<file path="src/rtl/i2s_rx_pkg.sv">
`timescale 1ns/1ps
package i2s_rx_pkg;

    typedef enum logic [1:0] {
        RX_IDLE  = 2'd0,
        RX_ARMED = 2'd1,
        RX_RUN   = 2'd2
    } rx_state_e;

    typedef enum logic {
        CH_LEFT  = 1'b0,
        CH_RIGHT = 1'b1
    } chan_e;

    function automatic int unsigned ptr_bits(input int unsigned depth);
        return (depth <= 2) ? 1 : $clog2(depth);
    endfunction

endpackage

</file>
<file path="src/rtl/i2s_rx_sync.sv">
`timescale 1ns/1ps
module i2s_rx_sync #(
    parameter int unsigned STAGES = 2
) (
    input  logic clk,
    input  logic rst,
    input  logic sck_in,
    input  logic ws_in,
    input  logic sd_in,
    output logic bit_stb,
    output logic ws_q,
    output logic sd_q
);
    logic [STAGES-1:0] sck_p;
    logic [STAGES-1:0] ws_p;
    logic [STAGES-1:0] sd_p;
    logic              sck_last;

    always_ff @(posedge clk) begin
        if (rst) begin
            sck_p    <= '0;
            ws_p     <= '0;
            sd_p     <= '0;
            sck_last <= 1'b0;
        end else begin
            sck_p    <= {sck_p[STAGES-2:0], sck_in};
            ws_p     <= {ws_p[STAGES-2:0], ws_in};
            sd_p     <= {sd_p[STAGES-2:0], sd_in};
            sck_last <= sck_p[STAGES-1];
        end
    end

    assign bit_stb = sck_p[STAGES-1] & ~sck_last;
    assign ws_q    = ws_p[STAGES-1];
    assign sd_q    = sd_p[STAGES-1];
endmodule

</file>
<file path="src/rtl/i2s_rx_deser.sv">
`timescale 1ns/1ps
module i2s_rx_deser
    import i2s_rx_pkg::*;
#(
    parameter int unsigned DATA_W = 16
) (
    input  logic              clk,
    input  logic              rst,
    input  logic              bit_stb,
    input  logic              ws_q,
    input  logic              sd_q,
    output logic              word_stb,
    output chan_e             word_chan,
    output logic [DATA_W-1:0] word_data
);
    localparam int unsigned CNT_W = $clog2(DATA_W + 1);
    localparam logic [CNT_W-1:0] CNT_FULL = CNT_W'(DATA_W);

    logic              ws_prev;
    logic [DATA_W-1:0] acc;
    logic [DATA_W-1:0] acc_nx;
    logic [CNT_W-1:0]  cnt;
    logic              full;
    logic              turn;

    always_comb begin
        full   = (cnt >= CNT_FULL);
        acc_nx = full ? acc : {acc[DATA_W-2:0], sd_q};
        turn   = bit_stb && (ws_q != ws_prev);
    end

    always_ff @(posedge clk) begin
        if (rst) begin
            ws_prev   <= 1'b0;
            acc       <= '0;
            cnt       <= '0;
            word_stb  <= 1'b0;
            word_chan <= CH_LEFT;
            word_data <= '0;
        end else begin
            word_stb <= turn;
            if (turn) begin
                word_data <= acc_nx;
                word_chan <= ws_prev ? CH_RIGHT : CH_LEFT;
            end
            if (bit_stb) begin
                ws_prev <= ws_q;
                if (turn) begin
                    acc <= '0;
                    cnt <= '0;
                end else begin
                    acc <= acc_nx;
                    if (!full) cnt <= cnt + CNT_W'(1);
                end
            end
        end
    end
endmodule

</file>
<file path="src/rtl/i2s_rx_ctrl.sv">
`timescale 1ns/1ps
module i2s_rx_ctrl
    import i2s_rx_pkg::*;
#(
    parameter int unsigned DATA_W = 16
) (
    input  logic              clk,
    input  logic              rst,
    input  logic              start,
    input  logic              stop,
    input  logic              word_stb,
    input  chan_e             word_chan,
    input  logic [DATA_W-1:0] word_data,
    input  logic              room2,
    input  logic              ovf_clr,
    output logic              push,
    output logic [DATA_W-1:0] push_left,
    output logic [DATA_W-1:0] push_right,
    output logic              busy,
    output logic              idle,
    output logic              ovf_flag
);
    rx_state_e         state;
    logic              stop_pend;
    logic              have_left;
    logic [DATA_W-1:0] left_q;
    logic              left_done;
    logic              right_done;
    logic              commit;
    logic              ovf_set;

    always_comb begin
        left_done  = word_stb && (word_chan == CH_LEFT);
        right_done = word_stb && (word_chan == CH_RIGHT);
        commit     = (state == RX_RUN) && right_done && have_left;
        push       = commit && room2;
        ovf_set    = commit && !room2;
        push_left  = left_q;
        push_right = word_data;
        busy       = (state == RX_RUN);
        idle       = (state == RX_IDLE);
    end

    always_ff @(posedge clk) begin
        if (rst) begin
            state     <= RX_IDLE;
            stop_pend <= 1'b0;
            have_left <= 1'b0;
            left_q    <= '0;
        end else begin
            unique case (state)
                RX_IDLE: begin
                    stop_pend <= 1'b0;
                    if (start && !stop) state <= RX_ARMED;
                end
                RX_ARMED: begin
                    have_left <= 1'b0;
                    if (stop)            state <= RX_IDLE;
                    else if (right_done) state <= RX_RUN;
                end
                RX_RUN: begin
                    if (stop) stop_pend <= 1'b1;
                    if (left_done) begin
                        have_left <= 1'b1;
                        left_q    <= word_data;
                    end
                    if (right_done) begin
                        have_left <= 1'b0;
                        if (stop || stop_pend) begin
                            state     <= RX_IDLE;
                            stop_pend <= 1'b0;
                        end
                    end
                end
                default: state <= RX_IDLE;
            endcase
        end
    end

    always_ff @(posedge clk) begin
        if (rst)          ovf_flag <= 1'b0;
        else if (ovf_set) ovf_flag <= 1'b1;
        else if (ovf_clr) ovf_flag <= 1'b0;
    end
endmodule

</file>
<file path="src/rtl/i2s_rx_fifo.sv">
`timescale 1ns/1ps
module i2s_rx_fifo
    import i2s_rx_pkg::*;
#(
    parameter int unsigned DATA_W = 16,
    parameter int unsigned DEPTH  = 8
) (
    input  logic              clk,
    input  logic              rst,
    input  logic              clr,
    input  logic              push,
    input  logic [DATA_W-1:0] push_left,
    input  logic [DATA_W-1:0] push_right,
    input  logic              pop,
    output logic              room2,
    output logic              rd_valid,
    output logic [DATA_W-1:0] rd_data,
    output chan_e             rd_chan
);
    localparam int unsigned AW = ptr_bits(DEPTH);
    localparam logic [AW:0] ROOM_LIM = (AW+1)'(DEPTH - 2);

    typedef struct packed {
        chan_e             ch;
        logic [DATA_W-1:0] d;
    } slot_t;

    slot_t          mem [DEPTH];
    logic [AW:0]    wptr;
    logic [AW:0]    rptr;
    logic [AW:0]    count;
    logic [AW-1:0]  w_lo;
    logic [AW-1:0]  w_hi;
    logic           pop_ok;
    slot_t          head;

    always_comb begin
        count    = wptr - rptr;
        room2    = (count <= ROOM_LIM);
        rd_valid = (count != '0);
        pop_ok   = pop && rd_valid;
        w_lo     = wptr[AW-1:0];
        w_hi     = wptr[AW-1:0] + AW'(1);
        head     = mem[rptr[AW-1:0]];
        rd_data  = head.d;
        rd_chan  = head.ch;
    end

    always_ff @(posedge clk) begin
        if (push) begin
            for (int k = 0; k < DEPTH; k++) begin
                if (w_lo == AW'(k))      mem[k] <= '{ch: CH_LEFT,  d: push_left};
                else if (w_hi == AW'(k)) mem[k] <= '{ch: CH_RIGHT, d: push_right};
            end
        end
    end

    always_ff @(posedge clk) begin
        if (rst || clr) begin
            wptr <= '0;
            rptr <= '0;
        end else begin
            if (push)   wptr <= wptr + (AW+1)'(2);
            if (pop_ok) rptr <= rptr + (AW+1)'(1);
        end
    end
endmodule

</file>
<file path="src/rtl/i2s_frame_rx.sv">
`timescale 1ns/1ps
module i2s_frame_rx
    import i2s_rx_pkg::*;
#(
    parameter int unsigned DATA_W      = 16,
    parameter int unsigned FIFO_DEPTH  = 8,
    parameter int unsigned SYNC_STAGES = 2
) (
    input  logic              clk,
    input  logic              rst,
    input  logic              i2s_sck,
    input  logic              i2s_ws,
    input  logic              i2s_sd,
    input  logic              rx_start,
    input  logic              rx_stop,
    input  logic              rx_fifo_clr,
    input  logic              ovf_clr,
    input  logic              ovf_mask,
    output logic              rx_busy,
    output logic              ovf_flag,
    output logic              ovf_irq,
    output logic              rd_valid,
    output logic [DATA_W-1:0] rd_data,
    output logic              rd_right,
    input  logic              rd_pop
);
    logic              bit_stb;
    logic              ws_q;
    logic              sd_q;
    logic              word_stb;
    chan_e             word_chan;
    logic [DATA_W-1:0] word_data;
    logic              room2;
    logic              push_pair;
    logic [DATA_W-1:0] push_left;
    logic [DATA_W-1:0] push_right;
    logic              rx_idle;
    logic              clr_ok;
    chan_e             head_chan;

    i2s_rx_sync #(.STAGES(SYNC_STAGES)) u_sync (
        .clk(clk), .rst(rst),
        .sck_in(i2s_sck), .ws_in(i2s_ws), .sd_in(i2s_sd),
        .bit_stb(bit_stb), .ws_q(ws_q), .sd_q(sd_q)
    );

    i2s_rx_deser #(.DATA_W(DATA_W)) u_deser (
        .clk(clk), .rst(rst),
        .bit_stb(bit_stb), .ws_q(ws_q), .sd_q(sd_q),
        .word_stb(word_stb), .word_chan(word_chan), .word_data(word_data)
    );

    i2s_rx_ctrl #(.DATA_W(DATA_W)) u_ctrl (
        .clk(clk), .rst(rst),
        .start(rx_start), .stop(rx_stop),
        .word_stb(word_stb), .word_chan(word_chan), .word_data(word_data),
        .room2(room2), .ovf_clr(ovf_clr),
        .push(push_pair), .push_left(push_left), .push_right(push_right),
        .busy(rx_busy), .idle(rx_idle), .ovf_flag(ovf_flag)
    );

    assign clr_ok = rx_fifo_clr && rx_idle;

    i2s_rx_fifo #(.DATA_W(DATA_W), .DEPTH(FIFO_DEPTH)) u_fifo (
        .clk(clk), .rst(rst), .clr(clr_ok),
        .push(push_pair), .push_left(push_left), .push_right(push_right),
        .pop(rd_pop), .room2(room2),
        .rd_valid(rd_valid), .rd_data(rd_data), .rd_chan(head_chan)
    );

    assign rd_right = (head_chan == CH_RIGHT);
    assign ovf_irq  = ovf_flag & ~ovf_mask;
endmodule

</file>
<file path="config.mk">
export PLATFORM = sky130hd
export DESIGN_NAME = i2s_frame_rx
export DESIGN_NICKNAME = d
export VERILOG_FILES = /design/src/rtl/i2s_rx_pkg.sv /design/src/rtl/i2s_rx_sync.sv /design/src/rtl/i2s_rx_deser.sv /design/src/rtl/i2s_rx_ctrl.sv /design/src/rtl/i2s_rx_fifo.sv /design/src/rtl/i2s_frame_rx.sv
export SDC_FILE = /design/constraint.sdc
export NUM_CORES = 1
export LEC_CHECK = 0
export BUFFER_PORTS_ARGS = -buffer_cell sky130_fd_sc_hd__buf_4
export CORE_UTILIZATION = 45
export CTS_BUF_LIST = sky130_fd_sc_hd__clkbuf_8
export DETAILED_ROUTE_END_ITERATION = 8
export SLEW_MARGIN = 10
export SYNTH_ARGS = -nofsm -noshare
export SYNTH_HDL_FRONTEND = slang
export SYNTH_SLANG_ARGS = --single-unit
</file>
<file path="constraint.sdc">
create_clock -name clk -period 5.2 [get_ports clk]
set_input_delay 1.04 -clock clk [delete_from_list [all_inputs] [get_ports clk]]
set_output_delay 1.04 -clock clk [all_outputs]
set_load 0.1 [all_outputs]
</file>
==> results.cfg <==
[synth]
synth.top_cell.area_share = 0.476
ys_top_cells_by_area = edfxtp_1, dfxtp_1, mux4_2
yosys.cell_types.count = 50
synth-seq-area-share = 0.669
syn_area_um2 = 8080
synth_edf_count = 128
synth_fp_nets = 568
yosys_warnings = 0
ys_seq_elements = 206
synth_ff_type = edfxtp_1
synth_commonest_cells = edfxtp_1, dfxtp_1, nand2_1
yosysMostFrequentCell = edfxtp_1
syn_avg_cell_area_um2 = 14.9
async_reset_ff_frac = 0
postSynthCellCount = 542
yosys.area.top_type = edfxtp_1

[worst_setup_path]
rr_endpoint = u_fifo.mem[0][13]
critPathMaxFanout = 21
r2r_start = u_fifo.wptr[1]
cp_data_arrival_time_ns = 2.82
r2r_slack_ns = 2.51
crit_required_ns = 4.16
cp-start-kind = flop
cp-end-kind = primary output
criticalPathCategory = flop to primary output
r2r_cells = 7

[timing]
worst_pin_slew_ns = 1.06
clock-skew-final_ns = 0.00744
fin_crit_sh = 0.741
hold_viol = 0
hold_ws_ns = 0.439
relSlewSlack = 0.289
post-route-min-period_ns = 3.86
max_freq_ghz = 0.259
maxSlewViolCount = 0
rsz0062_at_grt = no
finalSetupViolCount = 0
setup_tns_ns = 0

[clock_network]
clk_pin_slew_ns = 0.06
cts_tree = done
post_cts_buffers = 0
cts-root-buf = clkbuf_8
clock_latency_ns = 0.51
clock_path_buffers = 3
ctsResizeCount = 0
cts_buffers = 36
htreeDepth = 2
ctsHoldBuffers = 0
clock_sink_count = 206

[drt]
routed_wl_mm = 14.2
drc_errors = 0
drtIter0Drc = 171
via_per_inst = 5.23
vias = 4423
first_pass_iters = 4
antenna_left = 0
wl_per_cell_um = 16.8

[cells_and_area]
diodes = 0
area_delta_synth_final_pct = 14.4
drive_gt1_frac = 0.243
finalNetCount = 619

[floorplanning]
die_w_um = 136
coreArea_um2 = 17400
io_pins = 32
die_y_um = 136
dieArea_um2 = 18500
rows = 48
start_util = 0.464

[power_and_ir_drop]
powerDensity_nw_per_um2 = 345
peakVddDrop_v = 0.000132
cellLeakagePower_nw = 3.13

[grt]
grt_pass1_wl_mm = 23.3
overflow = 0
antenna_found_initial = 0
grt_pass1_vias = 4595
grt_max_degree = 37
grt_use_total = 0.166

[worst_hold_path]
min_path_cells = 1
worstHoldStart = u_sync.sck_p[0]
hold_path.class = flop to flop
holdPathEnd = u_sync.sck_p[1]

[job]
max_cap_viol_count = 0

[placement]
place.gp.congestion = 0.790
dp_hpwl_mm = 8.35
port_buffers = 31

[outcome]
status = finished clean
-- layer usage --
metal,GRT usage,up-vias,routed length (um)
met5,0,-,0
met4,0.0654,0,291
met3,0.0462,22,585
met2,0.278,77,7070
met1,0.204,2186,6280
li1,-,2138,-
-- power by group --
group / internal [mW] / switching [mW]
clock network: 0.780 / 0.617
registers: 1.72 / 0.00389
logic: 0.0255 / 0.0415
total: 2.53 / 0.663
-- stage by stage --
| step | util | power (mW) | instance area [um^2] | setup WS (ns) | cells |
|---|---|---|---|---|---|
| finish | 0.530 | 3.19 | 9240 | 1.34 | 846 |
| global route | 0.530 | 3.32 | 9240 | 1.11 | 846 |
| CTS | 0.530 | 3.23 | 9240 | 1.22 | 846 |
| detailed placement | 0.490 | 1.83 | 8540 | 1.79 | 780 |
| global placement | 0.490 | 1.83 | 8540 | 1.82 | 780 |
| floorplan | - | 1.81 | 8080 | 1.62 | 542 |
-- cell type report --
| cell class | count | area, um^2 |
|---|---|---|
| Fill cell | 1487 | 8180 |
| Sequential cell | 206 | 5410 |
| Multi-Input combinational cell | 296 | 2510 |
| Clock buffer | 38 | 523 |
| Timing Repair Buffer | 38 | 285 |
| Tap cell | 225 | 282 |
| Clock inverter | 28 | 175 |
| Inverter | 15 | 56.3 |
-- logic make-up (layout without fill, tap and decap cells) --
| logic type | after synthesis | in the layout | share of synthesized area |
|---|---|---|---|
| buffers and inverters | 40 | 119 | 0.0206 |
| multiplexers | 70 | 70 | 0.139 |
| adder cells (fa/ha/maj) | 15 | 15 | 0.0242 |
| flip-flops | 206 | 206 | 0.669 |
| AND/OR/NAND/NOR | 116 | 116 | 0.0696 |
| XOR/XNOR | 6 | 6 | 0.00651 |
| AO/OA/AOI/OAI | 89 | 89 | 0.0711 |
-- cells in the final DEF, fill, tap and decap left out, drive strengths merged, types with 2 or more instances in the layout --
cell / netlist / layout
nand2b: 4 / 4
a22oi: 2 / 2
or3: 2 / 2
a31oi: 2 / 2
nor3: 3 / 3
and3: 3 / 3
xor2: 3 / 3
nor2: 8 / 8
xnor2: 3 / 3
nand2: 67 / 67
a21boi: 4 / 4
a22o: 16 / 16
nand4: 3 / 3
bufinv: 0 / 2
o21ai: 24 / 24
inv: 15 / 30
a21oi: 32 / 32
clkinv: 0 / 8
mux4: 32 / 32
clkbuf: 16 / 38
mux2i: 22 / 22
or2: 3 / 3
edfxtp: 128 / 128
nor2b: 11 / 11
o21ba: 2 / 2
a21o: 2 / 2
and2: 5 / 5
dfxtp: 78 / 78
nand4b: 2 / 2
buf: 9 / 38
ha: 14 / 14
clkinvlp: 0 / 3
mux2: 16 / 16
nand3: 2 / 2
-- sequential cells by signal, summed over array words and instances, names as in the netlist, 2 cells and up, named ones only --
name / count
u_fifo.mem: 128
u_ctrl.push_left: 16
u_deser.acc: 16
u_deser.word_data: 16
u_deser.cnt: 5
u_fifo.rptr: 4
u_fifo.wptr: 3
u_ctrl.state: 2
u_sync.sck_p: 2
u_sync.sd_p: 2
u_sync.ws_p: 2
-- worst max-delay path, stage by stage (launching register included) --
cell and delay, ns:
dfxtp_2 0.84, buf_4 0.41, mux4_2 0.53, mux2_2 0.27
buf_4 0.23
-- worst max-delay path by stage --
stage | from | depth (start not counted) | slack [ns] | to
4_1_cts | rd_right | 4 | 1.22 | rd_data[3]
3_3_place_gp | rd_right | 4 | 1.82 | rd_data[9]
3_5_place_dp | rd_right | 4 | 1.79 | rd_data[3]
6_report | rd_right | 4 | 1.34 | rd_data[10]
2_1_floorplan | rd_right | 4 | 1.62 | rd_data[0]
5_1_grt | rd_right | 4 | 1.11 | rd_data[7]
Note: power is estimated with default switching activity, not from simulation.
